==> src/rtl/gpio_irq_pkg.sv <==
package gpio_irq_pkg;

   localparam int OFS_W = 4;

   // Word offsets of the register bus. The bank order (first bank at the even
   // offset) is decoded by the register file and relied on by software.
   typedef enum logic [OFS_W-1:0] {
      REG_DIR0  = 4'd0,
      REG_DIR1  = 4'd1,
      REG_SEL0  = 4'd2,
      REG_SEL1  = 4'd3,
      REG_OUT0  = 4'd4,
      REG_OUT1  = 4'd5,
      REG_IN0   = 4'd6,
      REG_IN1   = 4'd7,
      REG_IEDGE = 4'd8,
      REG_IHIGH = 4'd9,
      REG_ILOW  = 4'd10,
      REG_ICLR  = 4'd11,
      REG_IEN   = 4'd12,
      REG_ISTAT = 4'd13
   } reg_ofs_e;

   typedef enum logic [2:0] {
      DET_NONE,
      DET_LVL_LO,
      DET_LVL_HI,
      DET_RISE,
      DET_FALL,
      DET_BOTH
   } det_kind_e;

   // Translate the three independent configuration bits into a detector kind.
   function automatic det_kind_e decode_det(input logic e, input logic h, input logic l);
      case ({e, h, l})
         3'b001:  return DET_LVL_LO;
         3'b010:  return DET_LVL_HI;
         3'b110:  return DET_RISE;
         3'b101:  return DET_FALL;
         3'b111:  return DET_BOTH;
         default: return DET_NONE;
      endcase
   endfunction

endpackage

==> src/rtl/gpio_sync.sv <==
module gpio_sync #(
   parameter int W      = 64,
   parameter int STAGES = 2
) (
   input  logic         clk,
   input  logic         rst_n,
   input  logic [W-1:0] d,
   output logic [W-1:0] q
);

   logic [W-1:0] chain [STAGES];

   always_ff @(posedge clk or negedge rst_n) begin
      if (!rst_n) begin
         for (int k = 0; k < STAGES; k++) chain[k] <= '0;
      end else begin
         chain[0] <= d;
         for (int k = 1; k < STAGES; k++) chain[k] <= chain[k-1];
      end
   end

   assign q = chain[STAGES-1];

endmodule

==> src/rtl/gpio_irq_cell.sv <==
module gpio_irq_cell
   import gpio_irq_pkg::*;
(
   input  logic clk,
   input  logic rst_n,
   input  logic lvl,
   input  logic lvl_d,
   input  logic cfg_edge,
   input  logic cfg_high,
   input  logic cfg_low,
   input  logic clr,
   output logic pend
);

   det_kind_e kind;
   logic      rise, fall, pend_nxt;

   assign kind = decode_det(cfg_edge, cfg_high, cfg_low);
   assign rise = lvl & ~lvl_d;
   assign fall = ~lvl & lvl_d;

   always_comb begin
      case (kind)
         DET_LVL_LO: pend_nxt = ~lvl;
         DET_LVL_HI: pend_nxt = lvl;
         DET_RISE:   pend_nxt = pend | rise;
         DET_FALL:   pend_nxt = pend | fall;
         DET_BOTH:   pend_nxt = pend | rise | fall;
         default:    pend_nxt = 1'b0;
      endcase
      if (clr) pend_nxt = 1'b0;
   end

   always_ff @(posedge clk or negedge rst_n) begin
      if (!rst_n) pend <= 1'b0;
      else        pend <= pend_nxt;
   end

   // a held clear bit keeps the flag low on the following cycle
   a_r8_clear_blocks: assert property (@(posedge clk) disable iff (!rst_n)
      clr |=> !pend);

   // an edge-mode flag is sticky until cleared
   a_r7_edge_sticky: assert property (@(posedge clk) disable iff (!rst_n)
      ((kind == DET_RISE || kind == DET_FALL || kind == DET_BOTH) && pend && !clr) |=> pend);

   // a high-level request tracks the synchronized level
   a_r6_level_tracks: assert property (@(posedge clk) disable iff (!rst_n)
      (kind == DET_LVL_HI && !clr) |=> (pend == $past(lvl)));

   // unlisted codes never raise a request
   a_r7_none_idle: assert property (@(posedge clk) disable iff (!rst_n)
      (kind == DET_NONE) |=> !pend);

endmodule

==> src/rtl/gpio_regs.sv <==
module gpio_regs
   import gpio_irq_pkg::*;
#(
   parameter int BANK_W  = 32,
   parameter int NUM_IRQ = 16,
   parameter int DATA_W  = 32
) (
   input  logic                 clk,
   input  logic                 rst_n,
   input  logic [OFS_W-1:0]     addr,
   input  logic                 wr,
   input  logic [DATA_W-1:0]    wdata,
   output logic [DATA_W-1:0]    rdata,
   input  logic [2*BANK_W-1:0]  in_sync,
   input  logic [NUM_IRQ-1:0]   pend,
   output logic [2*BANK_W-1:0]  dir_o,
   output logic [2*BANK_W-1:0]  sel_o,
   output logic [2*BANK_W-1:0]  out_o,
   output logic [NUM_IRQ-1:0]   iedge_o,
   output logic [NUM_IRQ-1:0]   ihigh_o,
   output logic [NUM_IRQ-1:0]   ilow_o,
   output logic [NUM_IRQ-1:0]   iclr_o,
   output logic [NUM_IRQ-1:0]   ien_o
);

   localparam int NBANK = 2;

   // Per-bank direction, select and output registers
   for (genvar b = 0; b < NBANK; b++) begin : g_bank
      localparam logic [OFS_W-1:0] A_DIR = OFS_W'(int'(REG_DIR0) + b);
      localparam logic [OFS_W-1:0] A_SEL = OFS_W'(int'(REG_SEL0) + b);
      localparam logic [OFS_W-1:0] A_OUT = OFS_W'(int'(REG_OUT0) + b);

      logic [BANK_W-1:0] dir_b, sel_b, out_b;

      always_ff @(posedge clk or negedge rst_n) begin
         if (!rst_n) begin
            dir_b <= '0;
            sel_b <= '0;
            out_b <= '0;
         end else if (wr) begin
            if (addr == A_DIR) dir_b <= wdata[BANK_W-1:0];
            if (addr == A_SEL) sel_b <= wdata[BANK_W-1:0];
            if (addr == A_OUT) out_b <= wdata[BANK_W-1:0];
         end
      end

      assign dir_o[b*BANK_W +: BANK_W] = dir_b;
      assign sel_o[b*BANK_W +: BANK_W] = sel_b;
      assign out_o[b*BANK_W +: BANK_W] = out_b;
   end

   // Interrupt configuration registers
   always_ff @(posedge clk or negedge rst_n) begin
      if (!rst_n) begin
         iedge_o <= '0;
         ihigh_o <= '0;
         ilow_o  <= '0;
         iclr_o  <= '0;
         ien_o   <= '0;
      end else if (wr) begin
         case (addr)
            REG_IEDGE: iedge_o <= wdata[NUM_IRQ-1:0];
            REG_IHIGH: ihigh_o <= wdata[NUM_IRQ-1:0];
            REG_ILOW:  ilow_o  <= wdata[NUM_IRQ-1:0];
            REG_ICLR:  iclr_o  <= wdata[NUM_IRQ-1:0];
            REG_IEN:   ien_o   <= wdata[NUM_IRQ-1:0];
            default: ;
         endcase
      end
   end

   // Read multiplexer
   always_comb begin
      rdata = '0;
      case (addr)
         REG_DIR0:  rdata[BANK_W-1:0]  = dir_o[BANK_W-1:0];
         REG_DIR1:  rdata[BANK_W-1:0]  = dir_o[2*BANK_W-1:BANK_W];
         REG_SEL0:  rdata[BANK_W-1:0]  = sel_o[BANK_W-1:0];
         REG_SEL1:  rdata[BANK_W-1:0]  = sel_o[2*BANK_W-1:BANK_W];
         REG_OUT0:  rdata[BANK_W-1:0]  = out_o[BANK_W-1:0];
         REG_OUT1:  rdata[BANK_W-1:0]  = out_o[2*BANK_W-1:BANK_W];
         REG_IN0:   rdata[BANK_W-1:0]  = in_sync[BANK_W-1:0];
         REG_IN1:   rdata[BANK_W-1:0]  = in_sync[2*BANK_W-1:BANK_W];
         REG_IEDGE: rdata[NUM_IRQ-1:0] = iedge_o;
         REG_IHIGH: rdata[NUM_IRQ-1:0] = ihigh_o;
         REG_ILOW:  rdata[NUM_IRQ-1:0] = ilow_o;
         REG_ICLR:  rdata[NUM_IRQ-1:0] = iclr_o;
         REG_IEN:   rdata[NUM_IRQ-1:0] = ien_o;
         REG_ISTAT: rdata[NUM_IRQ-1:0] = pend;
         default:   rdata = '0;
      endcase
   end

   // a write to a non-direction offset leaves the pad enables untouched
   a_r2_dir_only_by_write: assert property (@(posedge clk) disable iff (!rst_n)
      (!wr || (addr != REG_DIR0 && addr != REG_DIR1)) |=> $stable(dir_o));

endmodule

==> src/rtl/gpio_irq_ctrl.sv <==
module gpio_irq_ctrl
   import gpio_irq_pkg::*;
#(
   parameter int BANK_W      = 32,
   parameter int NUM_IRQ     = 16,
   parameter int DATA_W      = 32,
   parameter int SYNC_STAGES = 2
) (
   input  logic                 clk,
   input  logic                 rst_n,
   input  logic [3:0]           reg_addr,
   input  logic                 reg_wr,
   input  logic [DATA_W-1:0]    reg_wdata,
   output logic [DATA_W-1:0]    reg_rdata,
   input  logic [2*BANK_W-1:0]  pin_in,
   output logic [2*BANK_W-1:0]  pin_out,
   output logic [2*BANK_W-1:0]  pin_oe,
   output logic [2*BANK_W-1:0]  alt_sel,
   output logic                 irq
);

   localparam int NUM_PINS = 2 * BANK_W;

   // Elaboration-time parameter checks
   if (BANK_W > DATA_W) begin : g_chk_bank
      $error("gpio_irq_ctrl: BANK_W must not exceed DATA_W");
   end
   if (NUM_IRQ > BANK_W || NUM_IRQ < 1) begin : g_chk_irq
      $error("gpio_irq_ctrl: NUM_IRQ must be 1..BANK_W");
   end
   if (SYNC_STAGES < 2) begin : g_chk_sync
      $error("gpio_irq_ctrl: SYNC_STAGES must be at least 2");
   end

   logic [NUM_PINS-1:0] pin_sync;
   logic [NUM_IRQ-1:0]  lvl_prev;
   logic [NUM_IRQ-1:0]  pend;
   logic [NUM_IRQ-1:0]  cfg_edge, cfg_high, cfg_low, cfg_clr, cfg_en;

   gpio_sync #(.W(NUM_PINS), .STAGES(SYNC_STAGES)) u_sync (
      .clk   (clk),
      .rst_n (rst_n),
      .d     (pin_in),
      .q     (pin_sync)
   );

   gpio_regs #(.BANK_W(BANK_W), .NUM_IRQ(NUM_IRQ), .DATA_W(DATA_W)) u_regs (
      .clk     (clk),
      .rst_n   (rst_n),
      .addr    (reg_addr),
      .wr      (reg_wr),
      .wdata   (reg_wdata),
      .rdata   (reg_rdata),
      .in_sync (pin_sync),
      .pend    (pend),
      .dir_o   (pin_oe),
      .sel_o   (alt_sel),
      .out_o   (pin_out),
      .iedge_o (cfg_edge),
      .ihigh_o (cfg_high),
      .ilow_o  (cfg_low),
      .iclr_o  (cfg_clr),
      .ien_o   (cfg_en)
   );

   // Previous synchronized level, kept only for interrupt-capable pins
   always_ff @(posedge clk or negedge rst_n) begin
      if (!rst_n) lvl_prev <= '0;
      else        lvl_prev <= pin_sync[NUM_IRQ-1:0];
   end

   for (genvar i = 0; i < NUM_IRQ; i++) begin : g_cell
      gpio_irq_cell u_cell (
         .clk      (clk),
         .rst_n    (rst_n),
         .lvl      (pin_sync[i]),
         .lvl_d    (lvl_prev[i]),
         .cfg_edge (cfg_edge[i]),
         .cfg_high (cfg_high[i]),
         .cfg_low  (cfg_low[i]),
         .clr      (cfg_clr[i]),
         .pend     (pend[i])
      );
   end

   always_ff @(posedge clk or negedge rst_n) begin
      if (!rst_n) irq <= 1'b0;
      else        irq <= |(pend & cfg_en);
   end

   // no enabled request means no interrupt on the next cycle
   a_r9_enable_gate: assert property (@(posedge clk) disable iff (!rst_n)
      (~|(pend & cfg_en)) |=> !irq);

   // an enabled request raises the line one cycle later
   a_r9_raise: assert property (@(posedge clk) disable iff (!rst_n)
      (|(pend & cfg_en)) |=> irq);

endmodule

==> config.mk <==
export PLATFORM = sky130hd
export DESIGN_NAME = gpio_irq_ctrl
export DESIGN_NICKNAME = d
export VERILOG_FILES = /design/src/rtl/gpio_irq_pkg.sv /design/src/rtl/gpio_sync.sv /design/src/rtl/gpio_irq_cell.sv /design/src/rtl/gpio_regs.sv /design/src/rtl/gpio_irq_ctrl.sv
export SDC_FILE = /design/constraint.sdc
export NUM_CORES = 1
export LEC_CHECK = 0
export BUFFER_PORTS_ARGS = -buffer_cell sky130_fd_sc_hd__buf_2
export CAP_MARGIN = 30
export CORE_MARGIN = 3
export CORE_UTILIZATION = 30
export CTS_CLUSTER_SIZE = 24
export DETAILED_ROUTE_END_ITERATION = 10
export GPL_TIMING_DRIVEN = 0
export PLACE_DENSITY = 0.56
export SLEW_MARGIN = 20
export SYNTH_ARGS = -nofsm -noshare
export SYNTH_HDL_FRONTEND = slang
export SYNTH_SLANG_ARGS = --single-unit
==> constraint.sdc <==
create_clock -name clk -period 1.9 [get_ports clk]
set_input_delay 0.19 -clock clk [delete_from_list [all_inputs] [get_ports clk]]
set_output_delay 0.19 -clock clk [all_outputs]
set_load 0.05 [all_outputs]
# Yosys cells after proc, flatten, opt, wreduce, memory -nomap -nowiden
# Cells that the tools add are included.
[classes]
bitwise = 113
n_eq_ne = 173
mux = 50
n_reduce_logical = 13
[op_table]
columns = ["op", "n"]
rows = [
  ["== test 3 bit (second input constant)", 80],
  ["one-hot mux 3 bit (5 select lines)", 16],
  ["one-hot mux 16 bit (14 select lines)", 1],
  ["== test 3 x 2 -> 1 bit (second input constant)", 48],
  ["one-hot mux 16 bit (8 select lines)", 1],
  ["== test 3 x 1 -> 1 bit (second input constant)", 32],
  ["one-hot mux 1 bit (5 select lines)", 16],
  ["OR 1 bit", 48],
  ["AND 1 bit", 32],
  ["NOT 1 bit", 32],
  ["== test 4 bit (second input constant)", 6],
  ["AND reduction 2 bit", 11],
  ["AND 16 bit", 1],
  ["== test 4 x 3 -> 1 bit (second input constant)", 4],
  ["2-to-1 mux 1 bit", 16],
  ["OR reduction 16 bit", 1],
  ["== test 4 x 2 -> 1 bit (second input constant)", 2],
  ["== test 4 x 1 -> 1 bit (second input constant)", 1],
  ["zero test 4 bit", 1],
]
[totals]
reg_bits = 433
word_cells = 380
inputBits = 103

# Depth between registers and ports, before layout
# Gate-level depths: netlist (run 1).
[logic_depth]
word_depth = 6
ltp_mapped = 9
ltp_nobuf = 4

# Hierarchy
# From an unflattened synthesis (run 1), not the netlist that was laid out.
[unflattened]
hier_cells = 1360
area_unflattened_um2 = 19246.0
[by_module_without_submodules]
columns = ["module", "instances", "seq_area_each_um2", "cells_per_inst", "area_each_um2"]
rows = [
  ["gpio_regs", 1, 6806.5, 998, 13674.4],
  ["gpio_sync", 1, 3203.1, 192, 3683.5],
  ["gpio_irq_cell", 16, 25.0, 9, 85.1],
  ["gpio_irq_ctrl", 1, 425.4, 26, 526.8],
]

# Least setup slack after synthesis (run 1)
# No wires, ideal clock.
[synth_path]
kind = "in2out"
from = "input port reg_addr[1]"
to = "output port reg_rdata[25]"
stages = 8
setup_slack_ps = -512
arrival_time_ps = 2222
required_time_ps = 1710
path_cell_list = "buf_6 buf_12 buf_12 buf_6 mux2i_1 nor2_1 a311oi_1 o31ai_1"
[synth_between]
elab_chain_len = 2
[synth_lines]
columns = ["element", "line_no", "source"]
rows = [
  ["start: declaration", "gpio_irq_ctrl.sv:11", "input logic [3:0] reg_addr,"],
  ["== test 4 x 3 -> 1 bit, or another cell as far along", "gpio_regs.sv:76", "case (addr)"],
  ["one-hot mux 16 bit (8 select lines) (*)", "gpio_regs.sv:76", ""],
  ["end: declaration", "gpio_irq_ctrl.sv:14", "output logic [DATA_W-1:0] reg_rdata,"],
]
# Every way passes the cells marked *; elsewhere a longest branch is shown, timed or not.

# Worst setup path after layout (run 1)
[layout_path]
from = "register u_sync.chain (netlist bit u_sync.q[34])"
to = "output port reg_rdata[2]"
[layout_between]
elab_chain_len = 1
[layout_lines]
columns = ["element", "line_no", "source"]
rows = [
  ["start: declaration", "gpio_sync.sv:11", "logic [W-1:0] chain [STAGES];"],
  ["one-hot mux 16 bit (14 select lines)", "gpio_regs.sv:76", ""],
]
# No other way between the ends.

==> results.toml, run 1 <==
[synthesis]
synth_flop_cell = "dfrtp_1"
ys_ff_latch = 433
synth_xor_area_share_pct = 0
synth_cells = 1331
synth_simple_gate_area_share_pct = 6.28
synth_most_common_cell = "dfrtp_1"
synthAdderAreaFrac_pct = 0
async_flop_share_pct = 100
synth-edff-count = 0
synth_top_area_share_pct = 58.3
synth_area_leaders = "dfrtp_1 (58%), mux2_2 (12%), mux2_4 (4.8%)"
syn_area_sq_um = 18600
syn_nets = 1434
synth_compound_area_share_pct = 9.32
ys_types = 70
avgSynthCellArea_sq_um = 14.0
ys.warnings.count = 0
seq_area_frac_synth_pct = 58.3
yosys-top-cells-count = "dfrtp_1 (433), mux2_2 (206), o21ai_0 (70), mux2_4 (60), a22oi_1 (47)"
synth_top_family_by_area = "multiplexers"
synth.area.mux_share_pct = 22.3
yosysTopAreaCell = "dfrtp_1"

[floorplanning]
die-height_um = 255
core_region_area_sq_um = 60800
placementRows = 90
io_pins = 328
dieArea_sq_um = 65000
initial_core_util_pct = 30.6
fp.dieW_um = 255

[global_route]
antenna_found_initial = 3
met2_usage_pct = 36.3
grt.met1_usage_pct = 28.0
busiest_layer = "met2"
grt_pass1_wl_um = 103000
grt_remaining_overflow = 0
grt_util_met3_pct = 4.42
grt_pass1_vias = 14700
grtUsageTotal_pct = 21.9
grt_max_degree = 101

[placed_design]
dp_hpwl_um = 49900
postPlaceCellArea_sq_um = 21500
portBuffers = 326
place_congestion = 0.883

[routing]
wl_um = 72700
vias_per_cell = 5.18
wl_per_cell_um = 26.8
drtIter0Drc = 998
first_pass_iters = 6
drc = 0
final_antenna_net_count = 0
num_vias = 14100

[worst_setup_path]
worstPathRequired_ns = 1.71
cp_max_fo = 1
arrival_ns = 2.30
start_kind = "flop"
r2r_slack_ns = 0.47
cp-end-kind = "primary output"
critPathKind = "flop to primary output"

[timing]
skew_ns = 0.0190
relSlewSlack_pct = 36.6
rsz0062_at_grt = "yes"
final-setup-viol-count = 32
finalCriticalPeriod_ns = 2.49
slew_viol_final = 0
hold_viol = 0
period_share_pct = 131
tightest_slew_ns = 0.949
clock.fmax_mhz = 402
fin_ws_ns = -0.588

[clock_tree]
clk_latency_ns = 0.60
clock-sinks = 433
cts_tree = "built"
cts_htree_levels = 2
clk_path_buf_depth = 3
cts_buffers = 48
clockRootBuffer = "clkbuf_16"
clkSlewWorstSetupHoldPaths_ns = 0.06

[layout]
layout-drive-gt1-share_pct = 47.9
finalInstanceArea_sq_um = 25600
area_growth_pct = 37.9
final_nets = 1999
final_util_pct = 42.2

[flow_run]
cap_violations = 0

[pwr]
p_leak_nw = 11.8
pwr-share-comb_pct = 31.9
vdd_drop_max_v = 0.000594
internal_power_mw = 19.8
p_switching_mw = 12.0
power_frac_seq_pct = 38.7
sw_frac_of_total_pct = 37.7
pwr_density_cell_nw_per_um2 = 1240
pwr-share-clk_pct = 29.4

[status]
status = "finished with violations"
violations = "negative setup slack"

[worst_hold_path]
hold_path_class = "input pin to flop"
-- final timing paths --
path | start | endpoint | cells after the start
setup / recovery | u_sync.q[34] | reg_rdata[2] | 5
hold / removal | pin_in[19] | u_sync.chain[83] | 2
setup reg to reg | g_cell[13].u_cell.pend | irq | 3
hold reg to reg | u_sync.chain[67] | u_sync.q[3] | 0
max in group asynchronous | rst_n | u_sync.chain[107] | 9
min in group asynchronous | rst_n | u_regs.g_bank[0].sel_b[24] | 6
-- power groups by stage --
stage / registers (mW) / clock network, mW / logic [mW]
CTS: 12.2 / 9.56 / 10.1
global route: 12.5 / 9.86 / 10.6
floorplan: 15.4 / 0 / 3.13
global placement: 12.4 / 0 / 9.07
detailed placement: 12.4 / 0 / 9.18
finish: 12.3 / 9.34 / 10.1
-- sequential cells by signal (all words and copies together), names as in the netlist --
register	flops
u_regs.g_bank.dir_b	64
u_regs.g_bank.out_b	64
u_regs.g_bank.sel_b	64
u_sync.chain	64
u_sync.q	64
g_cell.u_cell.pend	16
lvl_prev	16
u_regs.iclr_o	16
u_regs.iedge_o	16
u_regs.ien_o	16
u_regs.ihigh_o	16
u_regs.ilow_o	16
irq	1
-- layout by cell type, fill, tap and decap left out, types with 9 or more instances in the layout --
cell / n
buf_16: 12
a22oi_1: 37
buf_6: 51
a221oi_2: 9
o22ai_1: 18
clkbuf_8: 13
o221ai_1: 9
buf_2: 301
o21ai_0: 67
clkbuf_1: 28
inv_1: 21
nand3b_1: 16
dlygate4sd3_1: 97
nand2_1: 42
a22o_1: 19
a222oi_1: 9
mux2_4: 62
nand2b_1: 18
clkbuf_16: 52
mux2_1: 34
buf_4: 79
buf_8: 16
a22oi_2: 10
buf_12: 19
a21oi_1: 12
nor2_1: 28
nor2b_1: 12
mux2i_1: 32
dfrtp_1: 429
mux2_2: 204
-- routing by layer --
layer	vias to the layer above	routed length, um
met5	-	13
li1	6062	-
met3	143	4320
met2	522	35100
met4	2	3120
met1	7336	30200
-- critical path: stages (launching register included) --
cell	delay, ns
dfrtp_2	0.44
mux4_2	0.49
nor2b_2	0.14
nor3_2	0.07
or3_4	0.40
buf_8	0.17
-- cells by family after synthesis --
group                  after synthesis
and+or+nand+nor                    198
buffers and inverters              113
muxes                              344
DFF                                433
AOI/OAI and AO/OA                  243
-- final cells by class --
type / count / area (sq um)
Antenna cell: 2 / 5.00
Buffer: 87 / 860
Clock buffer: 72 / 1430
Clock inverter: 13 / 126
Fill cell: 5671 / 35200
Inverter: 22 / 82.6
Multi-Input combinational cell: 785 / 7360
Sequential cell: 433 / 10800
Tap cell: 782 / 978
Timing Repair Buffer: 519 / 3950
-- metrics by stage --
step                      setup TNS, ns  setup WS [ns]  power, mW  std cells  hold WS [ns]
after floorplan                  -0.209        -0.0806       18.6       1331        -0.106
after global placement         -3550.65          -8.85       21.4       2439         0.298
after detailed placement         -89.27         -0.782       21.6       2445         0.141
after CTS                        -25.55         -0.623       31.9       2707         0.209
after global routing              -9.86         -0.630       32.9       2714         0.237
final                             -8.08         -0.588       31.8       2715         0.233
-- timing repair --
action,in CTS,in global routing
gates cloned,3,3
pin swaps,44,23
hold endpoints to repair,287,111
buffers inserted,76,7
endpoints found under the setup margin,32,176
hold buffers,101,1
gates resized for setup,184,34
(Power assumes the default switching activity.)
==> run 2: changes to the inputs <==
==> constraint.sdc (replaced) <==
create_clock -name clk -period 2.5 [get_ports clk]
set_input_delay 0.25 -clock clk [delete_from_list [all_inputs] [get_ports clk]]
set_output_delay 0.25 -clock clk [all_outputs]
set_load 0.05 [all_outputs]
==> run 2 against run 1 <==
Effect of this change:
- the flow now finishes without violations
- non-clock buffer count decreased by 74
- flip-flop and latch count unchanged
- worst setup slack improved by 0.59 ns
- register-to-register slack better by 0.57 ns
==> results.toml, run 2 (same netlist as run 1, synthesis figures left out) <==
[placed_design]
portBuffers = 326
postPlaceCellArea_sq_um = 21300
place_congestion = 0.867
dp.cells = 2444
dp_hpwl_um = 50200
dp_slack_ns = -0.489

[worst_setup_path]
cp-end-kind = "primary output"
r2r_end = "irq"
startpoint = "u_regs.g_bank[1].sel_b[4]"
crit_end = "reg_rdata[4]"
cp_max_fo = 2
ff2ff_path_depth = 3
worstPathRequired_ns = 2.25
start_kind = "flop"
r2r_start = "u_regs.ien_o[10]"
critPathKind = "flop to primary output"
r2r_slack_ns = 1.04
arrival_ns = 2.24

[layout]
finalInstanceArea_sq_um = 24200
layout_common_cells = "dfrtp_1 (432), buf_2 (329), mux2_2 (206)"
fillCellCount = 5782
stdcell_count = 2638
final_nets = 1925
layout-drive-gt1-share_pct = 43.2
area_growth_pct = 30.1
final_common_cell = "dfrtp_1"

[timing]
rsz0062_at_grt = "yes"
hold_viol = 0
skew_ns = 0.0394
finalCriticalPeriod_ns = 2.49
tightest_slew_ns = 0.852
clock.fmax_mhz = 401
relSlewSlack_pct = 42.9
final-setup-viol-count = 0
slew_viol_final = 0
fin_ws_ns = 0.00604
period_share_pct = 99.8
timing.setup.tns_ns = 0

[floorplanning]
die-height_um = 255
placementRows = 90
dieArea_sq_um = 65000
io_pins = 328
fp.dieW_um = 255
core_region_area_sq_um = 60800
initial_core_util_pct = 30.6

[pwr]
pwr_density_cell_nw_per_um2 = 972
vdd_drop_max_v = 0.000447
p_leak_nw = 11.2
power_mw = 23.5

[global_route]
grt_max_degree = 95
grt_pass1_vias = 14300
grt_pass1_wl_um = 100000
antenna_found_initial = 5
grt_remaining_overflow = 0
grtUsageTotal_pct = 21.5

[worst_hold_path]
hold_path_class = "input pin to async pin"

[routing]
first_pass_iters = 7
final_antenna_net_count = 0
vias_per_cell = 5.22
num_vias = 13800
drc = 0
wl_um = 70800
wl_per_cell_um = 26.9
drtIter0Drc = 1069

[clock_tree]
clock-sinks = 433
clockRootBuffer = "clkbuf_16"
clk_latency_ns = 0.60
cts_htree_levels = 2
clk_path_buf_depth = 3
clkSlewWorstSetupHoldPaths_ns = 0.06
cts_tree = "built"
cts_buffers = 48

[status]
status = "completed"

[flow_run]
cap_violations = 0
[run 2: worst min-delay path by stage]
stage	start	to	slack, ns
after floorplan	rst_n	g_cell[0].u_cell.pend	-0.05
after global placement	u_sync.chain[122]	u_sync.q[58]	0.33
after detailed placement	rst_n	u_sync.chain[120]	0.31
after CTS	rst_n	u_sync.chain[120]	0.27
after global routing	pin_in[52]	u_sync.chain[116]	0.29
final	rst_n	u_regs.g_bank[1].sel_b[23]	0.25
[run 2: through the flow]
| step | hold slack, ns | util [%] |
|---|---|---|
| 2_1_floorplan | -0.0456 | - |
| 3_3_place_gp | 0.333 | 34.9 |
| 3_5_place_dp | 0.314 | 35.1 |
| 4_1_cts | 0.268 | 39.5 |
| 5_1_grt | 0.286 | 39.8 |
| 6_report | 0.250 | 39.8 |
[run 2: repair_timing]
item                                   in CTS  in global routing
pin swaps                                   2                  3
gates cloned                                0                  0
hold buffers                               97                  0
setup endpoints to repair                  29                 20
endpoints found under the hold margin     264                  0
resized for setup                          40                 25
setup buffers                               6                  9
[run 2: layer usage]
layer	up-vias	wire (um)	GRT usage, %
li1	5896	-	-
met1	7150	28900	27.2
met2	568	32800	34.3
met3	153	5790	6.55
met4	2	3240	8.98
met5	-	13	0
[run 2: power breakdown]
part	internal [mW]	leakage, nW	switching, mW	total, mW
logic	2.28	5.23	4.88	7.16
clock network	4.05	0.755	2.93	6.98
registers	8.25	5.23	1.13	9.38
total	14.6	11.2	8.94	23.5
[run 2: cell type report]
type	instances	area [sq um]	area share, %
inverter	22	82.6	0.341
multi-input combinational	785	7110	29.4
timing repair buffer	443	2910	12.0
sequential	433	10800	44.8
clock inverter	13	113	0.466
clock buffer	67	1430	5.89
antenna	4	10.0	0.0414
buffer	89	724	3.00
tap	782	978	4.05
[run 2: worst max-delay path, cell delays in order (launching register included)]
cell and delay (ns):
dfrtp_2 0.42, mux4_1 0.50, nor2b_1 0.13, nor3_1 0.06
or3_4 0.37, buf_6 0.17
